## config.mk

```make
export PLATFORM = sky130hd
export DESIGN_NAME = clksrc_ctrl
export DESIGN_NICKNAME = d
export VERILOG_FILES = /design/src/rtl/clksrc_pkg.sv /design/src/rtl/clksrc_lock_sync.sv /design/src/rtl/clksrc_feed.sv /design/src/rtl/clksrc_active.sv /design/src/rtl/clksrc_ctrl.sv
export SDC_FILE = /design/constraint.sdc
export NUM_CORES = 1
export LEC_CHECK = 0
export BUFFER_PORTS_ARGS = -buffer_cell sky130_fd_sc_hd__clkbuf_2
export CORE_ASPECT_RATIO = 0.9
export CORE_UTILIZATION = 35
export DETAILED_ROUTE_END_ITERATION = 10
export SYNTH_ARGS = -nofsm -noshare
export SYNTH_HDL_FRONTEND = slang
export SYNTH_SLANG_ARGS = --single-unit
```

## constraint.sdc

```tcl
create_clock -name clk -period 1.8 [get_ports clk]
set_input_delay 0.09 -clock clk [delete_from_list [all_inputs] [get_ports clk]]
set_output_delay 0.09 -clock clk [all_outputs]
set_load 0.01 [all_outputs]
```

## src/rtl/clksrc_pkg.sv

```systemverilog
package clksrc_pkg;
  localparam int CSC_DATA_W = 16;
  localparam int CSC_MUL_W  = 5;
  localparam int CSC_DIV_W  = 2;

  typedef enum logic [1:0] {
    OFS_CTRL   = 2'd0,
    OFS_CFG    = 2'd1,
    OFS_STATUS = 2'd2,
    OFS_FEED   = 2'd3
  } csc_ofs_e;

  localparam logic [15:0] UNLOCK_FIRST  = 16'h00AA;
  localparam logic [15:0] UNLOCK_SECOND = 16'h0055;

  // connect is granted only with enable requested and lock present
  function automatic logic grant_connect(input logic en, input logic conn, input logic lock);
    return en & conn & lock;
  endfunction
endpackage

```

## src/rtl/clksrc_lock_sync.sv

```systemverilog
module clksrc_lock_sync #(
  parameter int STAGES = 2
) (
  input  logic clk,
  input  logic rst_n,
  input  logic lock_async,
  output logic lock_sync
);
  logic [STAGES-1:0] chain;

  always_ff @(posedge clk or negedge rst_n) begin
    if (!rst_n) chain <= '0;
    else        chain <= {chain[STAGES-2:0], lock_async};
  end

  assign lock_sync = chain[STAGES-1];
endmodule

```

## src/rtl/clksrc_feed.sv

```systemverilog
module clksrc_feed
  import clksrc_pkg::*;
#(
  parameter int DATA_W = CSC_DATA_W
) (
  input  logic              clk,
  input  logic              rst_n,
  input  logic [1:0]        bus_addr,
  input  logic              bus_wr,
  input  logic              bus_rd,
  input  logic [DATA_W-1:0] bus_wdata,
  output logic              apply
);
  logic armed;
  logic access;
  logic feed_wr;
  logic first_word;

  assign access     = bus_wr | bus_rd;
  assign feed_wr    = bus_wr && (bus_addr == OFS_FEED);
  assign first_word = feed_wr && (bus_wdata == DATA_W'(UNLOCK_FIRST));
  assign apply      = armed && feed_wr && (bus_wdata == DATA_W'(UNLOCK_SECOND));

  always_ff @(posedge clk or negedge rst_n) begin
    if (!rst_n)      armed <= 1'b0;
    else if (access) armed <= first_word;
  end

  AST_READ_ABORTS: assert property (@(posedge clk) disable iff (!rst_n)
    bus_rd |=> !apply);
  AST_OTHER_OFS_ABORTS: assert property (@(posedge clk) disable iff (!rst_n)
    (bus_wr && bus_addr != OFS_FEED) |=> !apply);
endmodule

```

## src/rtl/clksrc_active.sv

```systemverilog
module clksrc_active
  import clksrc_pkg::*;
#(
  parameter int MUL_W = CSC_MUL_W,
  parameter int DIV_W = CSC_DIV_W
) (
  input  logic             clk,
  input  logic             rst_n,
  input  logic             apply,
  input  logic             pend_en,
  input  logic             pend_conn,
  input  logic [MUL_W-1:0] pend_mul,
  input  logic [DIV_W-1:0] pend_div,
  input  logic             lock_s,
  output logic             act_en,
  output logic             act_conn,
  output logic [MUL_W-1:0] act_mul,
  output logic [DIV_W-1:0] act_div,
  output logic             clk_sel
);
  logic lock_lost;

  assign lock_lost = act_conn & ~lock_s;

  always_ff @(posedge clk or negedge rst_n) begin
    if (!rst_n) begin
      act_en   <= 1'b0;
      act_conn <= 1'b0;
      act_mul  <= '0;
      act_div  <= '0;
    end else if (apply) begin
      act_en   <= pend_en;
      act_conn <= grant_connect(pend_en, pend_conn, lock_s);
      act_mul  <= pend_mul;
      act_div  <= pend_div;
    end else if (lock_lost) begin
      act_conn <= 1'b0;
    end
  end

  assign clk_sel = act_en & act_conn & lock_s;

  AST_SEL_NEEDS_LOCK: assert property (@(posedge clk) disable iff (!rst_n)
    clk_sel |-> (pll_state_ok(act_en, lock_s)));
  AST_CONN_NEEDS_EN: assert property (@(posedge clk) disable iff (!rst_n)
    act_conn |-> act_en);
  AST_LOSS_DISCONNECTS: assert property (@(posedge clk) disable iff (!rst_n)
    (act_conn && !lock_s) |=> !act_conn);
  AST_HOLD_WITHOUT_APPLY: assert property (@(posedge clk) disable iff (!rst_n)
    !apply |=> $stable({act_en, act_mul, act_div}));
  AST_APPLY_TAKES_PENDING: assert property (@(posedge clk) disable iff (!rst_n)
    apply |=> (act_mul == $past(pend_mul) && act_div == $past(pend_div)
               && act_en == $past(pend_en)));

  function automatic logic pll_state_ok(input logic en, input logic lk);
    return en & lk;
  endfunction
endmodule

```

## src/rtl/clksrc_ctrl.sv

```systemverilog
module clksrc_ctrl
  import clksrc_pkg::*;
#(
  parameter int DATA_W      = CSC_DATA_W,
  parameter int MUL_W       = CSC_MUL_W,
  parameter int DIV_W       = CSC_DIV_W,
  parameter int SYNC_STAGES = 2
) (
  input  logic              clk,
  input  logic              rst_n,
  input  logic [1:0]        bus_addr,
  input  logic              bus_wr,
  input  logic              bus_rd,
  input  logic [DATA_W-1:0] bus_wdata,
  output logic [DATA_W-1:0] bus_rdata,
  input  logic              pll_lock,
  output logic              pll_en,
  output logic [MUL_W-1:0]  pll_mul,
  output logic [DIV_W-1:0]  pll_div,
  output logic              clk_sel
);
  localparam int CFG_W  = MUL_W + DIV_W;
  localparam int STAT_W = 3 + CFG_W;

  logic             pend_en, pend_conn;
  logic [MUL_W-1:0] pend_mul;
  logic [DIV_W-1:0] pend_div;
  logic             apply, lock_s;
  logic             act_en, act_conn;
  logic [MUL_W-1:0] act_mul;
  logic [DIV_W-1:0] act_div;

  always_ff @(posedge clk or negedge rst_n) begin
    if (!rst_n) begin
      pend_en   <= 1'b0;
      pend_conn <= 1'b0;
      pend_mul  <= '0;
      pend_div  <= '0;
    end else if (bus_wr) begin
      if (bus_addr == OFS_CTRL) begin
        pend_en   <= bus_wdata[0];
        pend_conn <= bus_wdata[1];
      end
      if (bus_addr == OFS_CFG) begin
        pend_mul <= bus_wdata[MUL_W-1:0];
        pend_div <= bus_wdata[CFG_W-1:MUL_W];
      end
    end
  end

  clksrc_lock_sync #(.STAGES(SYNC_STAGES)) u_sync (
    .clk(clk), .rst_n(rst_n), .lock_async(pll_lock), .lock_sync(lock_s)
  );

  clksrc_feed #(.DATA_W(DATA_W)) u_feed (
    .clk(clk), .rst_n(rst_n), .bus_addr(bus_addr), .bus_wr(bus_wr),
    .bus_rd(bus_rd), .bus_wdata(bus_wdata), .apply(apply)
  );

  clksrc_active #(.MUL_W(MUL_W), .DIV_W(DIV_W)) u_act (
    .clk(clk), .rst_n(rst_n), .apply(apply),
    .pend_en(pend_en), .pend_conn(pend_conn), .pend_mul(pend_mul), .pend_div(pend_div),
    .lock_s(lock_s), .act_en(act_en), .act_conn(act_conn),
    .act_mul(act_mul), .act_div(act_div), .clk_sel(clk_sel)
  );

  always_comb begin
    bus_rdata = '0;
    case (bus_addr)
      OFS_CTRL:   bus_rdata[1:0] = {pend_conn, pend_en};
      OFS_CFG:    bus_rdata[CFG_W-1:0] = {pend_div, pend_mul};
      OFS_STATUS: bus_rdata[STAT_W-1:0] = {act_div, act_mul, lock_s, act_conn, act_en};
      default:    bus_rdata = '0;
    endcase
  end

  assign pll_en  = act_en;
  assign pll_mul = act_mul;
  assign pll_div = act_div;

  AST_OUT_NOT_PENDING: assert property (@(posedge clk) disable iff (!rst_n)
    (bus_wr && bus_addr != OFS_FEED) |=> $stable({pll_en, pll_mul, pll_div}));
endmodule

```

==> results.py <==
metrics = {
    "critical_path": {
        "r2r_end": "u_act.act_mul[3]",
        "cp_slowest_cell": "dfrtp_1",
        "path_cells": "a222oi_1, nor2_1, clkbuf_2",
        "start_kind": "flip-flop",
        "rr_worst_depth": 3,
        "critPathTopFamily": "flip-flops",
        "cpPeakStageDelay_ps": 430,
        "r2r_slack_ps": 600,
        "cp_num_buf_inv": 1,
        "r2r-start": "u_feed.armed",
        "endpoint_kind": "output pin",
        "arrival_ps": 1290,
        "worstPathMaxFanout": 4,
        "cp.required_ps": 1710,
        "critPathKind": "reg2out",
    },
    "route": {
        "ant_nets": 0,
        "vias": 855,
        "drt_pass1_iterations": 4,
        "dr.first_iter.drc_count": 48,
        "routed_wl_um": 2360,
        "route.detailed.wl_per_inst_um": 13.4,
        "drc": 0,
        "vias_per_cell": 4.86,
    },
    "yosys": {
        "synth_async_sr_flop_share_pct": 100,
        "postSynthCellCount": 89,
        "synthTopCellsByArea": "dfrtp_1 46%, mux2_4 10%, mux2_2 8.8%, ha_1 4.3%, buf_4 3.9%",
        "synth_edf_count": 0,
        "yosys_warnings": 0,
        "synth_seq_cells": 21,
        "syn_area_um2": 1150,
        "synth_cell_types": 26,
        "synth-seq-area-share_pct": 45.5,
        "synth_top_area_share_pct": 45.5,
        "ys.flop_type": "dfrtp_1",
        "syn_avg_cell_area_um2": 13.0,
        "yosys.area.top_type": "dfrtp_1",
    },
    "timing": {
        "layout_setup_ws_ps": 424,
        "hold_viol": 0,
        "fmax_mhz": 727,
        "skew_ps": 3.68,
        "slew_headroom_pct": 65.0,
        "grt_setup_unrepaired": "no",
        "post-route-period-util_pct": 76.4,
        "tightest_slew_ps": 525,
        "setup_viol_count_final": 0,
        "tns_ps": 0,
        "period_minus_slack_ps": 1380,
        "drv_slew": 0,
    },
    "worst_hold_path": {
        "hold_path_end": "u_feed.armed",
        "min_from": "bus_wr",
        "whs_path_depth": 2,
        "holdCritPathClass": "in2reg",
    },
    "power_and_ir_drop": {
        "power_density_nw_per_um2": 655,
        "comb_power_share_pct": 16.7,
        "switching_share_pct": 27.9,
        "power_frac_seq_pct": 58.5,
        "switchingPower_mw": 0.263,
        "pwr-share-clk_pct": 24.8,
        "p_leak_nw": 0.740,
        "intPower_mw": 0.678,
        "ir_drop_uv": 277,
    },
    "cts": {
        "cts_tree": "yes",
        "ctsResizeCount": 0,
        "cts.sinks": 21,
        "htree_levels": 1,
        "cts_inserted_buffers": 3,
        "cts-root-buf": "clkbuf_4",
        "clock_insertion_delay_worst_skew_ps": 310,
        "clkTransAtPathRegs_ps": 120,
        "clockBufferDepth": 2,
        "cts_hold_buf": 3,
        "cts_setup_buffers": 0,
    },
    "layout": {
        "nets": 162,
        "area_growth_pct": 24.4,
        "drive_above_1_share_pct": 50.0,
        "n_antenna_cell": 0,
    },
    "placed_design": {
        "place_ws_ps": 294,
        "port_buffers": 41,
        "gp_congestion": 0.732,
    },
    "floorplanning": {
        "die_y_um": 56.5,
        "die_w_um": 62.6,
        "ios": 48,
        "core_um2": 3090,
        "num_rows": 19,
        "dieArea_um2": 3530,
        "start_util_pct": 37.4,
    },
    "outcome": {
        "status": "completed",
    },
    "grt": {
        "antenna_found_initial": 0,
        "grt-ovfl-total": 0,
        "grt_pass1_vias": 836,
        "grt_pass1_wl_um": 3850,
        "track_usage_pct": 14.1,
        "grt_max_degree": 22,
    },
    "job": {
        "drv_cap": 0,
    },
}
==> cell usage in the layout, fill, tap and decap left out, types with 2 or more instances in the layout <==
cell type and n:
mux2_2 9, nand2_1 4, nor2_1 3, inv_1 3, a22oi_1 5, and4bb_1 2, clkbuf_4 3, a222oi_1 2
ha_1 4, dfrtp_1 21, mux2_4 8, conb_1 6, dlygate4sd3_1 3, nor2b_1 5, clkbuf_2 41, and2_1 3
==> synth_stat cells, types with 2 or more instances <==
cell       n
dfrtp_1   21
mux2_2     9
mux2_4     8
buf_4      6
a22oi_1    5
nor2b_1    5
ha_1       4
nand2_1    4
and2_1     3
inv_1      3
nor2_1     3
a222oi_1   2
and4bb_1   2
clkbuf_1   2
==> worst reg2reg max path, cell delays in order (launching register included) <==
cell and delay (ps):
dfrtp_1 380, nand4_2 140, nor2_8 250, mux2_4 320
==> sequential cells by signal (all words and copies together) (netlist names) <==
| name | count |
|---|---|
| pend_div | 2 |
| u_sync.chain | 2 |
| pend_mul | 5 |
| pend_en | 1 |
| u_feed.armed | 1 |
| pend_conn | 1 |
| u_act.act_mul | 5 |
| u_act.act_en | 1 |
| u_act.act_div | 2 |
| u_act.act_conn | 1 |
==> final cells by class <==
type,count,area (µm²)
repair buffers,44,235
flip-flops and latches,21,526
multi-input cells,62,584
clock inverters,1,5.00
inverters,3,11.3
well taps,42,52.6
clock buffers,3,22.5
fillers,301,1650
==> layer usage <==
metal  wire length (µm)  track usage [%]  vias up
met2               1070             22.7       46
li1                   -                -      399
met3                136             1.42        6
met4                 36             6.98        0
met1               1110             18.9      404
met5                  0                0        -
==> power by group through the flow <==
stage	clock (mW)	combinational, mW	sequential, mW
after global routing	0.261	0.173	0.553
after detailed placement	0	0.153	0.558
after floorplan	0	0.0984	0.544
after CTS	0.239	0.159	0.548
final	0.233	0.157	0.550
after global placement	0	0.150	0.556
==> worst max-delay path by stage <==
stage | from | to | slack, ps | cells after the start
global route | u_act.act_en | bus_rdata[0] | 350 | 3
finish | u_act.act_en | bus_rdata[0] | 420 | 3
detailed placement | bus_addr[0] | u_act.act_en | 290 | 6
floorplan | bus_addr[0] | u_act.act_div[0] | 550 | 5
global placement | bus_addr[0] | u_act.act_mul[4] | 320 | 6
CTS | u_act.act_en | bus_rdata[0] | 410 | 3
==> cell families (layout without fill, tap and decap cells) <==
| logic type | after synthesis | count (layout) | synth area share [%] |
|---|---|---|---|
| buffers and inverters | 11 | 51 | 5.53 |
| adders and majority gates | 4 | 4 | 4.33 |
| muxes | 18 | 18 | 20.0 |
| other | 1 | 6 | 0.325 |
| and+or+nand+nor | 26 | 26 | 18.5 |
| DFF | 21 | 21 | 45.5 |
| AOI/OAI and AO/OA | 8 | 8 | 5.74 |
==> through the flow <==
stage | area [µm²] | power (mW) | util [%] | instances | hold WS [ps]
CTS | 1440 | 0.946 | 46.5 | 176 | 27.4
global placement | 1380 | 0.706 | 44.6 | 169 | 86.9
global route | 1440 | 0.987 | 46.5 | 176 | 27.5
floorplan | 1170 | 0.642 | - | 94 | -206
finish | 1440 | 0.941 | 46.5 | 176 | 32.1
detailed placement | 1380 | 0.711 | 44.6 | 169 | 89.7
Power figures use the tool's default switching activity.
